--- config.mk ---
export PLATFORM = sky130hd
export DESIGN_NAME = ber_hyst_detector
export DESIGN_NICKNAME = d
export VERILOG_FILES = /design/src/rtl/ber_hyst_pkg.sv /design/src/rtl/ber_blk_acc.sv /design/src/rtl/ber_win_ctr.sv /design/src/rtl/ber_state_ctl.sv /design/src/rtl/ber_hyst_detector.sv
export SDC_FILE = /design/constraint.sdc
export NUM_CORES = 1
export LEC_CHECK = 0
export BUFFER_PORTS_ARGS = -buffer_cell sky130_fd_sc_hd__clkbuf_2
export CAP_MARGIN = 15
export CORE_AREA = 2 2 118 120
export DETAILED_ROUTE_END_ITERATION = 6
export DIE_AREA = 0 0 120 122
export SYNTH_ARGS = -nofsm -noshare
export SYNTH_HDL_FRONTEND = slang
export SYNTH_HIERARCHICAL = 1
export SYNTH_SLANG_ARGS = --single-unit
--- constraint.sdc ---
create_clock -name clk -period 3.25 [get_ports clk]
set_input_delay 0.325 -clock clk [delete_from_list [all_inputs] [get_ports clk]]
set_output_delay 0.325 -clock clk [all_outputs]
set_load 0.1 [all_outputs]
--- src/rtl/ber_hyst_pkg.sv ---
package ber_hyst_pkg;

    typedef enum logic {
        ST_IDLE  = 1'b0,
        ST_ALARM = 1'b1
    } ber_state_e;

    localparam int DEF_ERR_W = 5;
    localparam int DEF_L_W   = 4;
    localparam int DEF_NS_W  = 19;
    localparam int DEF_M_W   = 8;
    localparam int DEF_B_W   = 12;
    localparam int DEF_ACC_W = 8;

endpackage

--- src/rtl/ber_blk_acc.sv ---
// Per-block frame counter and saturating error accumulator with hit grading.
module ber_blk_acc #(
    parameter int ERR_W = 5,
    parameter int NS_W  = 19,
    parameter int L_W   = 4,
    parameter int ACC_W = 8
) (
    input  logic             clk,
    input  logic             rst_n,
    input  logic             restart,
    input  logic             frame_stb,
    input  logic [ERR_W-1:0] err,
    input  logic [NS_W-1:0]  ns_len,
    input  logic [L_W-1:0]   l_thr,
    input  logic             in_alarm,
    output logic             blk_done,
    output logic             blk_hit
);
    localparam logic [ACC_W-1:0] ACC_MAX = {ACC_W{1'b1}};

    typedef struct packed {
        logic [NS_W-1:0]  fcnt;
        logic [ACC_W-1:0] acc;
        logic             done;
        logic             hit;
    } blk_t;

    blk_t r_q, r_d;

    logic [ACC_W:0]   sum_w;
    logic [ACC_W-1:0] sum_sat;
    logic             last_frame;
    logic             grade;

    always_comb begin
        sum_w      = {1'b0, r_q.acc} + (ACC_W+1)'(err);
        sum_sat    = sum_w[ACC_W] ? ACC_MAX : sum_w[ACC_W-1:0];
        last_frame = (({1'b0, r_q.fcnt} + (NS_W+1)'(1)) >= {1'b0, ns_len});
        grade      = in_alarm ? (sum_sat < ACC_W'(l_thr))
                              : (sum_sat >= ACC_W'(l_thr));

        r_d      = r_q;
        r_d.done = 1'b0;
        if (restart) begin
            r_d.fcnt = '0;
            r_d.acc  = '0;
            r_d.hit  = 1'b0;
        end else if (frame_stb) begin
            if (last_frame) begin
                r_d.fcnt = '0;
                r_d.acc  = '0;
                r_d.done = 1'b1;
                r_d.hit  = grade;
            end else begin
                r_d.fcnt = r_q.fcnt + NS_W'(1);
                r_d.acc  = sum_sat;
            end
        end
    end

    always_ff @(posedge clk or negedge rst_n) begin
        if (!rst_n) r_q <= '0;
        else        r_q <= r_d;
    end

    assign blk_done = r_q.done;
    assign blk_hit  = r_q.hit;

    // a full accumulator stays full while frames keep arriving in the block
    assert_acc_saturate_R8: assert property (@(posedge clk) disable iff (!rst_n)
        (frame_stb && !restart && !last_frame && r_q.acc == ACC_MAX)
        |=> (r_q.acc == ACC_MAX));

endmodule

--- src/rtl/ber_win_ctr.sv ---
// Window of blocks: counts blocks and hits, fires the state change trigger.
module ber_win_ctr #(
    parameter int M_W = 8,
    parameter int B_W = 12
) (
    input  logic           clk,
    input  logic           rst_n,
    input  logic           blk_done,
    input  logic           blk_hit,
    input  logic [M_W-1:0] m_need,
    input  logic [B_W-1:0] b_len,
    output logic           trigger
);
    typedef struct packed {
        logic [B_W-1:0] blks;
        logic [M_W-1:0] hits;
    } win_t;

    win_t w_q, w_d;

    logic [M_W:0] hits_n;
    logic [B_W:0] blks_n;
    logic         fire;
    logic         expire;

    always_comb begin
        hits_n = {1'b0, w_q.hits} + (M_W+1)'(blk_hit);
        blks_n = {1'b0, w_q.blks} + (B_W+1)'(1);
        fire   = blk_done && blk_hit && (hits_n >= {1'b0, m_need});
        expire = blk_done && !fire && (blks_n >= {1'b0, b_len});

        w_d = w_q;
        if (fire || expire) begin
            w_d.blks = '0;
            w_d.hits = '0;
        end else if (blk_done) begin
            w_d.blks = blks_n[B_W-1:0];
            w_d.hits = hits_n[M_W-1:0];
        end
    end

    always_ff @(posedge clk or negedge rst_n) begin
        if (!rst_n) w_q <= '0;
        else        w_q <= w_d;
    end

    assign trigger = fire;

    // the window restarts empty after every state change
    assert_win_restart_R4: assert property (@(posedge clk) disable iff (!rst_n)
        trigger |=> (w_q.hits == '0 && w_q.blks == '0));

endmodule

--- src/rtl/ber_state_ctl.sv ---
// Alarm state register, sticky change flag and masked interrupt.
module ber_state_ctl (
    input  logic clk,
    input  logic rst_n,
    input  logic trigger,
    input  logic flag_clr,
    input  logic flag_mask,
    output logic alarm,
    output logic chg_flag,
    output logic irq
);
    import ber_hyst_pkg::*;

    typedef struct packed {
        ber_state_e st;
        logic       chg;
    } st_t;

    st_t s_q, s_d;

    always_comb begin
        s_d = s_q;
        if (trigger) begin
            s_d.st  = (s_q.st == ST_IDLE) ? ST_ALARM : ST_IDLE;
            s_d.chg = 1'b1;
        end else if (flag_clr) begin
            s_d.chg = 1'b0;
        end
    end

    always_ff @(posedge clk or negedge rst_n) begin
        if (!rst_n) begin
            s_q.st  <= ST_IDLE;
            s_q.chg <= 1'b0;
        end else begin
            s_q <= s_d;
        end
    end

    assign alarm    = (s_q.st == ST_ALARM);
    assign chg_flag = s_q.chg;
    assign irq      = s_q.chg & ~flag_mask;

    // the flag holds until a clear pulse arrives
    assert_flag_sticky_R6: assert property (@(posedge clk) disable iff (!rst_n)
        (chg_flag && !flag_clr) |=> chg_flag);

    // any movement of the alarm leaves the flag set
    assert_flag_on_change_R6: assert property (@(posedge clk) disable iff (!rst_n)
        (alarm != $past(alarm)) |-> chg_flag);

endmodule

--- src/rtl/ber_hyst_detector.sv ---
module ber_hyst_detector #(
    parameter int ERR_W = ber_hyst_pkg::DEF_ERR_W,
    parameter int L_W   = ber_hyst_pkg::DEF_L_W,
    parameter int NS_W  = ber_hyst_pkg::DEF_NS_W,
    parameter int M_W   = ber_hyst_pkg::DEF_M_W,
    parameter int B_W   = ber_hyst_pkg::DEF_B_W,
    parameter int ACC_W = ber_hyst_pkg::DEF_ACC_W
) (
    input  logic             clk,
    input  logic             rst_n,
    input  logic             frame_stb,
    input  logic [ERR_W-1:0] err_sec,
    input  logic [ERR_W-1:0] err_line,
    input  logic             src_sel,
    input  logic [L_W-1:0]   set_thresh,
    input  logic [NS_W-1:0]  set_frames,
    input  logic [M_W-1:0]   set_hits,
    input  logic [B_W-1:0]   set_blocks,
    input  logic [L_W-1:0]   clr_thresh,
    input  logic [NS_W-1:0]  clr_frames,
    input  logic [M_W-1:0]   clr_hits,
    input  logic [B_W-1:0]   clr_blocks,
    input  logic             chg_clr,
    input  logic             chg_mask,
    output logic             alarm,
    output logic             chg_flag,
    output logic             irq
);
    logic [ERR_W-1:0] err_sel;
    logic [NS_W-1:0]  ns_eff;
    logic [L_W-1:0]   l_eff;
    logic [M_W-1:0]   m_eff;
    logic [B_W-1:0]   b_eff;
    logic             blk_done;
    logic             blk_hit;
    logic             trigger;

    generate
        if (ACC_W < ERR_W || ACC_W < L_W) begin : g_bad_acc
            initial $error("ACC_W must cover ERR_W and L_W");
        end
    endgenerate

    always_comb begin
        err_sel = src_sel ? err_line : err_sec;
        if (alarm) begin
            l_eff  = clr_thresh;
            ns_eff = (clr_frames == '0) ? NS_W'(1) : clr_frames;
            m_eff  = (clr_hits   == '0) ? M_W'(1)  : clr_hits;
            b_eff  = (clr_blocks == '0) ? B_W'(1)  : clr_blocks;
        end else begin
            l_eff  = set_thresh;
            ns_eff = (set_frames == '0) ? NS_W'(1) : set_frames;
            m_eff  = (set_hits   == '0) ? M_W'(1)  : set_hits;
            b_eff  = (set_blocks == '0) ? B_W'(1)  : set_blocks;
        end
    end

    ber_blk_acc #(.ERR_W(ERR_W), .NS_W(NS_W), .L_W(L_W), .ACC_W(ACC_W)) u_blk (
        .clk(clk), .rst_n(rst_n), .restart(trigger), .frame_stb(frame_stb),
        .err(err_sel), .ns_len(ns_eff), .l_thr(l_eff), .in_alarm(alarm),
        .blk_done(blk_done), .blk_hit(blk_hit)
    );

    ber_win_ctr #(.M_W(M_W), .B_W(B_W)) u_win (
        .clk(clk), .rst_n(rst_n), .blk_done(blk_done), .blk_hit(blk_hit),
        .m_need(m_eff), .b_len(b_eff), .trigger(trigger)
    );

    ber_state_ctl u_st (
        .clk(clk), .rst_n(rst_n), .trigger(trigger), .flag_clr(chg_clr),
        .flag_mask(chg_mask), .alarm(alarm), .chg_flag(chg_flag), .irq(irq)
    );

    // a masked flag never reaches the interrupt
    assert_irq_masked_R7: assert property (@(posedge clk) disable iff (!rst_n)
        irq |-> (!chg_mask && chg_flag));

endmodule

==> out/results.md, run 1 <==
Timing
• **Pins Over Slew Limit** 0
• **RSZ-0062 raised after global routing** true
• **Setup Viol. Count Final** 1
• **actual transition at the worst max-transition pin** 1.03 ns
• **period utilisation layout** 1.01
• **sum of negative setup slack** -0.0230 ns
• **final worst-path setup slack** -0.0230 ns
• **Worst slew margin** 0.315
• **number of hold violations in the final report** 0
• **Hold WS** 0.0781 ns
• **maximum frequency from static timing analysis** 306 MHz
• **Clock Skew** 0.00732 ns
• **crit path time final** 3.27 ns

Critical path
• **worst stage delay on the critical path** 0.53 ns
• **worst-path fanout max** 17
• **cell breakdown of the critical path** and3_4 > nand4bb_4 > or3_4 > xnor2_2 > ha_1 > a21o_1 > a2111oi_2 > buf_4 > o31ai_2 > buf_12 > or4b_1 > a21oi_2
• **launch point of the worst reg-to-reg path** u_blk/r_q[14]
• **Setup crit end kind** flop
• **capture point of the worst reg-to-reg path** u_blk/r_q[20]
• **Bufs and invs on worst path** 2
• **category of the most critical setup path** flop to flop
• **endpoint arrival time on the critical path** 3.49 ns
• **Worst path slowest cell** or4b_1
• **Worst Reg2Reg Path Length in Cells** 12
• **required time worst endpoint** 3.47 ns
• **Critical Path Source Type** flop
• **delay-heaviest family, CP** simple AND/OR/NAND/NOR gates
• **r2r setup slk** -0.02 ns

GRT
• **initial antenna violation count** 0
• **overflow left after global routing** 0
• **combined global-route utilization of all metal layers** 0.195
• **largest net degree at the start of global routing** 34
• **wire length of the first global-routing pass** 23.7 mm
• **via count of the first global-routing pass** 5,108

Detailed routing
• **total iterations of the first detailed-routing run** 5
• **number of DRC violations after detailed-routing iteration 0** 188
• **Routed WL per cell** 15.0 µm
• **Remaining DRCs** 0
• **via count normalized by instance count** 5.31
• **total via count after detailed routing** 5,113
• **Final ANT Viol Nets** 0
• **overall routed net length** 14.4 mm

Logic synthesis
• **sequential cell area fraction in the yosys report** 0.243
• **per-instance average area after synthesis** 8.56 µm²
• **share of Yosys cell area claimed by the top area cell type** 0.243
• **cell area after technology mapping** 5260 µm²
• **number of enable flip-flop cells after synthesis** 0
• **nets in the synthesized netlist** 769
• **number of distinct library cell variants in the gate-level netlist after synthesis** 70
• **number of cells produced by synthesis** 614
• **largest cells by area after synthesis** dfrtp_1 24%, ha_1 12%, mux2_2 9.6%
• **proportion of register bits with asynchronous set or reset after synthesis** 1.00
• **most used flip-flop cell after synthesis** dfrtp_1
• **Yosys top cell by area** dfrtp_1
• **number of warnings reported in the yosys synthesis log** 6
• **number of flip-flops and latches in the synthesized netlist** 51

Power and ir drop
• **largest vdd supply drop** 0.304 mV
• **P per Cell Area** 569 nW/µm²
• **leakage power summed over all cells** 3.41 nW

Placed design
• **quantity of I/O buffers inserted on ports** 104
• **detailed placement HPWL** 10.8 mm
• **last weighted congestion value of the routability-driven placer** 0.828

Cells and area
• **Sequential cell area** 1280 µm²
• **final layout net count** 936
• **antenna diode count** 0
• **share of the core filled with cells in the final layout** 0.519
• **fraction of final layout cells with drive strength greater than 1** 0.391
• **total of fill cells in the finished design** 1,274
• **most common cell after layout, fill and taps aside** clkbuf_2
• **area overhead of the layout relative to synthesis** 33.4%
• **multi-input gate area in the final layout** 3910 µm²
• **top library cells by usage in the layout, fill and taps aside** 103 x clkbuf_2, 75 x buf_4, 65 x inv_1, 53 x nand2_1, 50 x dfrtp_1

Floorplanning
• **Die Span X** 120 µm
• **overall die area** 14,600 µm²
• **Core ar.** 13,500 µm²
• **number of top-level pins** 105
• **initial core utilization** 0.389
• **vertical die dimension** 122 µm
• **row count** 43

Clocking
• **clock-pin slew of the registers on the worst-case setup and hold paths** 0.07 ns
• **TritonCTS clock tree** done
• **Hold Buf Count CTS** 0
• **number of levels in the clock H-tree** 2
• **worst-skew pair later-pin latency** 0.30 ns
• **clock buffers created by TritonCTS** 5
• **Sink Count** 51
• **buffer depth of the longest clock path** 2
• **buffer cell driving the clock tree root** clkbuf_16

Status
• **violated checks** setup timing
• **result of the run** complete, but fails checks

Run
• **Max Cap Viol** 0

Hold path
• **path category of the worst min-delay check** primary input to asynchronous set/reset pin

logic make-up (layout without fill, tap and decap cells):
| kind of cell | after synthesis | in the layout | synth area share |
|---|---|---|---|
| simple gates | 204 | 204 | 0.221 |
| compound gates | 126 | 126 | 0.168 |
| buf+inv | 93 | 261 | 0.0726 |
| fa+ha+maj | 53 | 53 | 0.128 |
| mux | 52 | 52 | 0.110 |
| flops | 51 | 51 | 0.243 |
| xor+xnor | 35 | 35 | 0.0583 |
synth_stat cells (all sizes together), types with 11 or more instances:
cell type   n
o21ai      19
buf        16
xnor2      24
dfrtp      51
nand3      22
mux2       45
nor4       19
a21o       16
nor2       32
xor2       11
ha         52
o2bb2ai    12
nand2      53
clkbuf     12
a21oi      38
inv        65
nor3       20
per-stage QoR:
stage	setup slack [ns]	power, mW	instance area, µm²	std cells
floorplan	-0.0175	2.45	5310	614
global placement	-0.242	3.14	6430	936
detailed placement	-0.351	3.23	6430	936
CTS	-0.0294	3.91	6810	954
global route	-0.196	4.31	7010	962
finish	-0.0230	3.99	7010	962
state kept, by name, indices dropped and copies added (netlist names):
signal / cells
u_blk/blk_hit: 1
u_win/w_q: 20
u_st/chg_flag: 1
u_blk/blk_done: 1
u_blk/r_q: 27
u_st/alarm: 1
cell type report:
class | instances | area share
Multi-Input combinational cell | 470 | 0.558
Sequential cell | 51 | 0.183
Timing Repair Buffer | 188 | 0.172
Inverter | 65 | 0.0348
Tap cell | 180 | 0.0321
Clock buffer | 5 | 0.0178
Clock inverter | 3 | 0.00339
timing repair:
action | in CTS | in global routing
setup buffers | 9 | 8
resized for setup | 31 | 29
pin swaps | 23 | 27
cloned | 2 | 0
endpoints found under the setup margin | 28 | 38
worst max-delay path by stage:
stage | cells after the start | slack [ns] | end | from
CTS | 12 | -0.03 | u_blk/r_q[26] | u_blk/r_q[10]
finish | 12 | -0.02 | u_blk/r_q[20] | u_blk/r_q[14]
detailed placement | 13 | -0.35 | u_blk/blk_hit | src_sel
global route | 14 | -0.20 | u_blk/r_q[20] | u_blk/r_q[20]
floorplan | 12 | -0.02 | u_blk/blk_hit | src_sel
global placement | 13 | -0.24 | u_blk/blk_hit | src_sel
power by group:
group / switching [mW] / total, mW / internal (mW)
combinational: 1.21 / 2.44 / 1.23
clock: 0.256 / 0.545 / 0.289
sequential: 0.192 / 1.01 / 0.815
total: 1.66 / 3.99 / 2.33
per-layer routing:
metal	GRT usage	vias to the layer above	wire (µm)
met5	0	-	0
met4	0.0485	0	227
met1	0.264	2383	7010
met2	0.333	148	6510
met3	0.0211	14	676
li1	-	2568	-
No activity file was read; power rests on OpenSTA's default activity.
==> run 2, diff against run 1 <==
Settings changed: PLACE_DENSITY from default to 0.7.
==> run 2 against run 1 <==
Net effect:
- the run still ends with setup timing left
- die area unchanged
- sequential power hardly changed
- clock power decreased by 1%
- count of clock-buffer cells in the layout up 1
- sequential cell count is the same
- largest cell class unchanged
==> out/results.md, run 2 (synthesized netlist as in run 1, its figures left out) <==
Status
• **result of the run** complete, but fails checks
• **violated checks** setup timing

Timing
• **period utilisation layout** 1.01, about the same
• **maximum frequency from static timing analysis** 306 MHz, about the same
• **sum of negative setup slack** -0.0305 ns, -0.00755 ns
• **crit path time final** 3.27 ns, -0.00178 ns
• **RSZ-0062 raised after global routing** true
• **Clock Skew** 0.00437 ns, -0.00295 ns
• **Worst slew margin** 0.293, -0.0222
• **Pins Over Slew Limit** 0, unchanged
• **actual transition at the worst max-transition pin** 1.06 ns, +0.0332 ns
• **number of hold violations in the final report** 0, unchanged
• **final worst-path setup slack** -0.0212 ns, +0.00178 ns
• **Setup Viol. Count Final** 3, +2

Power and ir drop
• **internal power** 2.29 mW, -1.8%
• **combinational cell fraction of total power** 0.598, -0.013
• **power after layout** 3.86 mW, -3.1%
• **leakage power summed over all cells** 3.35 nW, -1.9%
• **clock share of power** 0.139, +0.002
• **Net Switching** 1.57 mW, -4.9%
• **P per Cell Area** 560 nW/µm², -1.6%
• **sequential share of power** 0.262, +0.009
• **net switching share of the total power** 0.407, -0.00784
• **largest vdd supply drop** 0.282 mV, -7.1%

Cells and area
• **final layout net count** 927, -0.96%
• **Biggest register** u_blk/r_q
• **antenna diode count** 0, unchanged
• **largest registers** u_blk/r_q x27, u_win/w_q x20
• **final instance count without filler cells** 952, -1.0%
• **total of fill cells in the finished design** 1,246, -2.2%
• **most common cell after layout, fill and taps aside** clkbuf_2
• **top library cells by usage in the layout, fill and taps aside** 103 x clkbuf_2, 68 x buf_4, 65 x inv_1, 53 x nand2_1, 50 x dfrtp_1
• **number of flip-flops in the largest register** 27, unchanged
• **area overhead of the layout relative to synthesis** 31.4%
• **fraction of final layout cells with drive strength greater than 1** 0.376, -0.0157
• **share of the core filled with cells in the final layout** 0.511, -0.00788

GRT
• **overflow left after global routing** 0, unchanged
• **largest net degree at the start of global routing** 34, unchanged
• **initial antenna violation count** 0, unchanged
• **combined global-route utilization of all metal layers** 0.182, -0.0135
• **via count of the first global-routing pass** 4,837, -5.3%
• **wire length of the first global-routing pass** 22.0 mm, -7.1%

Clocking
• **TritonCTS clock tree** done
• **worst-skew pair later-pin latency** 0.29 ns, about the same
• **Sink Count** 51, unchanged
• **clock-pin slew of the registers on the worst-case setup and hold paths** 0.07 ns, about the same
• **clock buffers created by TritonCTS** 5, unchanged
• **number of levels in the clock H-tree** 2, unchanged
• **Hold Buf Count CTS** 0, unchanged
• **buffer depth of the longest clock path** 2, unchanged
• **buffer cell driving the clock tree root** clkbuf_16

Detailed routing
• **total via count after detailed routing** 5,021, -1.8%
• **Remaining DRCs** 0, unchanged
• **via count normalized by instance count** 5.27, -0.77%
• **overall routed net length** 13.8 mm, -4.6%
• **number of DRC violations after detailed-routing iteration 0** 177, -5.9%
• **Final ANT Viol Nets** 0, unchanged
• **Routed WL per cell** 14.5 µm, -3.6%
• **total iterations of the first detailed-routing run** 6, +1

Critical path
• **Most Frequent Cell on Critical Path** buf_4
• **Bufs and invs on worst path** 4, +2
• **worst-path fanout max** 4, -13
• **category of the most critical setup path** flop to flop
• **Worst Reg2Reg Path Length in Cells** 14, +2
• **delay-heaviest family, CP** compound AO/OA/AOI/OAI gates
• **worst stage delay on the critical path** 0.46 ns, -0.07 ns
• **cell breakdown of the critical path** and3_4 > buf_4 > and4_4 > buf_4 > xor2_1 > ha_1 > a21o_1 > a21o_1 > a2111oi_4 > a2111oi_4 > buf_4 > buf_6 > or4b_1 > a21oi_1
• **Setup crit end kind** flop
• **Worst path slowest cell** or4b_1
• **logic depth of the worst path, buffers included** 14, +2
• **endpoint arrival time on the critical path** 3.49 ns, about the same
• **required time worst endpoint** 3.47 ns, about the same
• **Critical Path Source Type** flop

Floorplanning
• **initial core utilization** 0.389, unchanged
• **Core ar.** 13,500 µm², unchanged
• **vertical die dimension** 122 µm, unchanged
• **Die Span X** 120 µm, unchanged
• **number of top-level pins** 105, unchanged
• **overall die area** 14,600 µm², unchanged
• **row count** 43, unchanged

Placed design
• **detailed placement HPWL** 10.4 mm, -4.0%
• **Placed Cells** 936, unchanged
• **quantity of I/O buffers inserted on ports** 104, unchanged
• **last weighted congestion value of the routability-driven placer** 0.798, -3.6%

Run
• **Max Cap Viol** 0, unchanged

Hold path
• **path category of the worst min-delay check** primary input to asynchronous set/reset pin

-- run 2: area by class of cell --
cell class,count,area [µm²],area share
Clock inverter,1,5.00,0.000725
Clock buffer,6,139,0.0201
Timing Repair Buffer,179,1130,0.164
Inverter,65,244,0.0353
Tap cell,180,225,0.0326
Multi-Input combinational cell,470,3880,0.562
Sequential cell,51,1280,0.185
-- run 2: final timing paths --
path	from	end	slack, ns
worst max-delay path	u_blk/r_q[13]	u_blk/r_q[22]	-0.02
worst min-delay path	rst_n	u_win/w_q[2]	0.05
worst max register to register	u_blk/r_q[13]	u_blk/r_q[22]	-0.02
worst min register to register	u_win/w_q[0]	u_win/w_q[0]	0.50
max in group asynchronous	rst_n	u_blk/r_q[17]	2.53
min in group clk	chg_clr	u_st/chg_flag	0.29
-- run 2: through the flow --
step | setup slack (ns) | hold WS, ns | instance area, µm²
global placement | -0.230 | 0.375 | 6430
finish | -0.0212 | 0.0455 | 6900
global route | -0.132 | 0.0889 | 6900
detailed placement | -0.308 | 0.379 | 6430
floorplan | -0.0175 | 0.0294 | 5310
CTS | -0.0169 | 0.0646 | 6750
-- run 2: power groups by stage --
stage               combinational (mW)  sequential (mW)  clock (mW)
floorplan                         1.46            0.987           0
global placement                  2.07             1.01           0
CTS                               2.19             1.01       0.552
finish                            2.31             1.01       0.538
detailed placement                2.13             1.02           0
global route                      2.58             1.04       0.579
-- run 2: worst reg2reg max path: cells and delay by family, from the launching register on --
kind | cells | cell delay (ns)
AOI/OAI and AO/OA | 5 | 1.06
and+or+nand+nor | 3 | 0.87
xor gates and xnor gates | 1 | 0.14
DFF | 1 | 0.38
buffers and inverters | 4 | 0.57
adders and majority gates | 1 | 0.19
-- run 2: metal layers --
metal  part of all wire  up-vias  global-route usage
li1                   -     2551                   -
met1               0.49     2309               0.250
met2               0.46      151               0.306
met3              0.050       10              0.0211
met4             0.0094        0              0.0426
met5                  0        -                   0
-- run 2: repair_timing --
| action | CTS | global route |
|---|---|---|
| resized for setup | 16 | 35 |
| pin swaps | 15 | 29 |
| endpoints found under the setup margin | 29 | 38 |
| setup buffers | 5 | 3 |
| gates cloned | 2 | 0 |
==> run 3, diff against run 2 <==
Settings changed: SKIP_LAST_GASP from default to 1.
==> run 3 against run 2 <==
Net effect:
- the flow still finishes with violations (setup timing)
- die area stayed put
- combinational power hardly changed
- count of clock-buffer cells in the layout stayed put
- cell area hardly changed
- sequential cell count stayed put
- sequential share of layout area hardly changed
- via count hardly changed
==> out/results.md, run 3 (synthesized netlist as in run 1, its figures left out) <==
Critical path
• **category of the most critical setup path** flop to flop
• **required time worst endpoint** 3.47 ns, about the same
• **launch point of the worst reg-to-reg path** u_blk/r_q[13]
• **critical path endpoint** u_blk/r_q[22]
• **Worst path slowest cell** or4b_1
• **Critical Path Source Type** flop
• **worst-path fanout max** 4, unchanged
• **endpoint arrival time on the critical path** 3.49 ns, about the same
• **delay-heaviest family, CP** compound AO/OA/AOI/OAI gates
• **Setup crit end kind** flop
• **timing startpoint of the critical path** u_blk/r_q[13]
• **cell breakdown of the critical path** and3_4 > buf_4 > and4_4 > buf_4 > xor2_1 > ha_1 > a21o_1 > a21o_1 > a2111oi_4 > a2111oi_4 > buf_4 > buf_6 > or4b_1 > a21oi_1
• **Bufs and invs on worst path** 4, unchanged
• **Worst Reg2Reg Path Length in Cells** 14, unchanged
• **r2r setup slk** -0.02 ns, about the same
• **capture point of the worst reg-to-reg path** u_blk/r_q[22]
• **worst stage delay on the critical path** 0.46 ns, about the same
• **Most Frequent Cell on Critical Path** buf_4
• **logic depth of the worst path, buffers included** 14, unchanged

Timing
• **maximum frequency from static timing analysis** 306 MHz, about the same
• **final worst-path setup slack** -0.0212 ns, +0.0000731 ns
• **sum of negative setup slack** -0.0319 ns, -0.00137 ns
• **period utilisation layout** 1.01, about the same
• **RSZ-0062 raised after global routing** true
• **Setup Viol. Count Final** 3, unchanged
• **Clock Skew** 0.00505 ns, +0.000675 ns
• **actual transition at the worst max-transition pin** 1.04 ns, -0.0151 ns
• **Worst slew margin** 0.303, +0.0101
• **Pins Over Slew Limit** 0, unchanged
• **number of hold violations in the final report** 0, unchanged
• **crit path time final** 3.27 ns, -0.0000731 ns

Placed design
• **area post-placement** 6430 µm², unchanged
• **worst setup slack before clock tree synthesis** -0.308 ns, unchanged
• **last weighted congestion value of the routability-driven placer** 0.798, unchanged
• **Placed Cells** 936, unchanged
• **quantity of I/O buffers inserted on ports** 104, unchanged
• **detailed placement HPWL** 10.4 mm, unchanged

Power and ir drop
• **power after layout** 3.86 mW, -0.13%
• **P per Cell Area** 559 nW/µm², about the same
• **largest vdd supply drop** 0.282 mV, -0.18%
• **leakage power summed over all cells** 3.35 nW, about the same

Status
• **result of the run** complete, but fails checks
• **violated checks** setup timing

Floorplanning
• **initial core utilization** 0.389, unchanged
• **Core ar.** 13,500 µm², unchanged
• **vertical die dimension** 122 µm, unchanged
• **number of top-level pins** 105, unchanged
• **Die Span X** 120 µm, unchanged
• **row count** 43, unchanged
• **overall die area** 14,600 µm², unchanged

Cells and area
• **fraction of final layout cells with drive strength greater than 1** 0.374, -0.00130
• **final design instance area without fill** 6900 µm², about the same
• **Biggest register** u_blk/r_q
• **number of flip-flops in the largest register** 27, unchanged
• **final layout net count** 927, unchanged
• **final instance count without filler cells** 952, unchanged
• **antenna diode count** 0, unchanged
• **total of fill cells in the finished design** 1,248, +0.16%
• **most common cell after layout, fill and taps aside** clkbuf_2
• **top library cells by usage in the layout, fill and taps aside** 103 x clkbuf_2, 68 x buf_4, 65 x inv_1, 53 x nand2_1, 50 x dfrtp_1
• **area overhead of the layout relative to synthesis** 31.3%, about the same
• **largest registers** u_blk/r_q x27, u_win/w_q x20

GRT
• **initial antenna violation count** 0, unchanged
• **combined global-route utilization of all metal layers** 0.182, unchanged
• **wire length of the first global-routing pass** 22.0 mm, unchanged
• **largest net degree at the start of global routing** 34, unchanged
• **overflow left after global routing** 0, unchanged
• **via count of the first global-routing pass** 4,837, unchanged

Detailed routing
• **number of DRC violations after detailed-routing iteration 0** 176, -0.56%
• **total iterations of the first detailed-routing run** 6, unchanged
• **Routed WL per cell** 14.5 µm, about the same
• **total via count after detailed routing** 5,019, -0.040%
• **Final ANT Viol Nets** 0, unchanged
• **Remaining DRCs** 0, unchanged
• **via count normalized by instance count** 5.27, about the same
• **overall routed net length** 13.8 mm, about the same

Clocking
• **clock-pin slew of the registers on the worst-case setup and hold paths** 0.07 ns, about the same
• **TritonCTS clock tree** done
• **buffer cell driving the clock tree root** clkbuf_16
• **worst-skew pair later-pin latency** 0.29 ns, about the same
• **clock buffers created by TritonCTS** 5, unchanged
• **Hold Buf Count CTS** 0, unchanged
• **number of levels in the clock H-tree** 2, unchanged
• **Sink Count** 51, unchanged
• **buffer depth of the longest clock path** 2, unchanged

Hold path
• **path category of the worst min-delay check** primary input to asynchronous set/reset pin

Run
• **Max Cap Viol** 0, unchanged

run 3: cell counts in the layout (fill, tap and decap cells not counted):
No cell type changed its count.
run 3: how the worst min path moves through the flow:
stage	slack (ns)	depth (start not counted)	endpoint
6_report	0.05	1	u_win/w_q[2]
5_1_grt	0.09	1	u_win/w_q[2]
4_1_cts	0.06	1	u_win/w_q[4]
3_5_place_dp	0.38	1	u_win/w_q[4]
3_3_place_gp	0.37	1	u_win/w_q[2]
2_1_floorplan	0.03	0	u_blk/blk_done
run 3: repair_timing:
item / 4_1_cts / 5_1_grt
setup buffers: 5 / 3
hold endpoints to repair: 0 / 0
pin swaps: 15 / 28
gates cloned: 2 / 0
endpoints found under the setup margin: 29 / 38
gates resized for setup: 16 / 34
run 3: worst register-to-register path: cells and delay by family (launching register included):
| family | cells | cell delay [ns] |
|---|---|---|
| AOI/OAI and AO/OA | 5 | 1.06 |
| and+or+nand+nor | 3 | 0.87 |
| buffers and inverters | 4 | 0.57 |
| DFF | 1 | 0.38 |
| adders and majority gates | 1 | 0.19 |
| xor gates and xnor gates | 1 | 0.14 |
run 3: routing by layer:
layer	part of all wire	up-vias	track usage	wire length (µm)
met5	0	-	0	0
met4	0.0094	0	0.0426	129
met3	0.051	10	0.0211	698
met2	0.46	148	0.306	6280
met1	0.48	2309	0.250	6660
li1	-	2552	-	-
run 3: area by class of cell:
cell class	count	area, µm²	share of cell area
clock buffers	6	139	0.0201
inverters	65	244	0.0354
flip-flops and latches	51	1280	0.185
multi-input cells	470	3870	0.561
clock inverters	1	5.00	0.000725
repair buffers	179	1130	0.164
well taps	180	225	0.0326
run 3: power breakdown:
part	switching [mW]	leakage (nW)	internal, mW
clock network	0.235	0.0727	0.302
registers	0.199	0.657	0.815
logic	1.14	2.62	1.17
total	1.57	3.35	2.29
run 3: per-stage QoR:
stage               hold WS [ns]  utilization
CTS                       0.0646        0.500
detailed placement         0.379        0.477
finish                    0.0465        0.511
global placement           0.375        0.477
global route              0.0889        0.511
floorplan                 0.0294            -
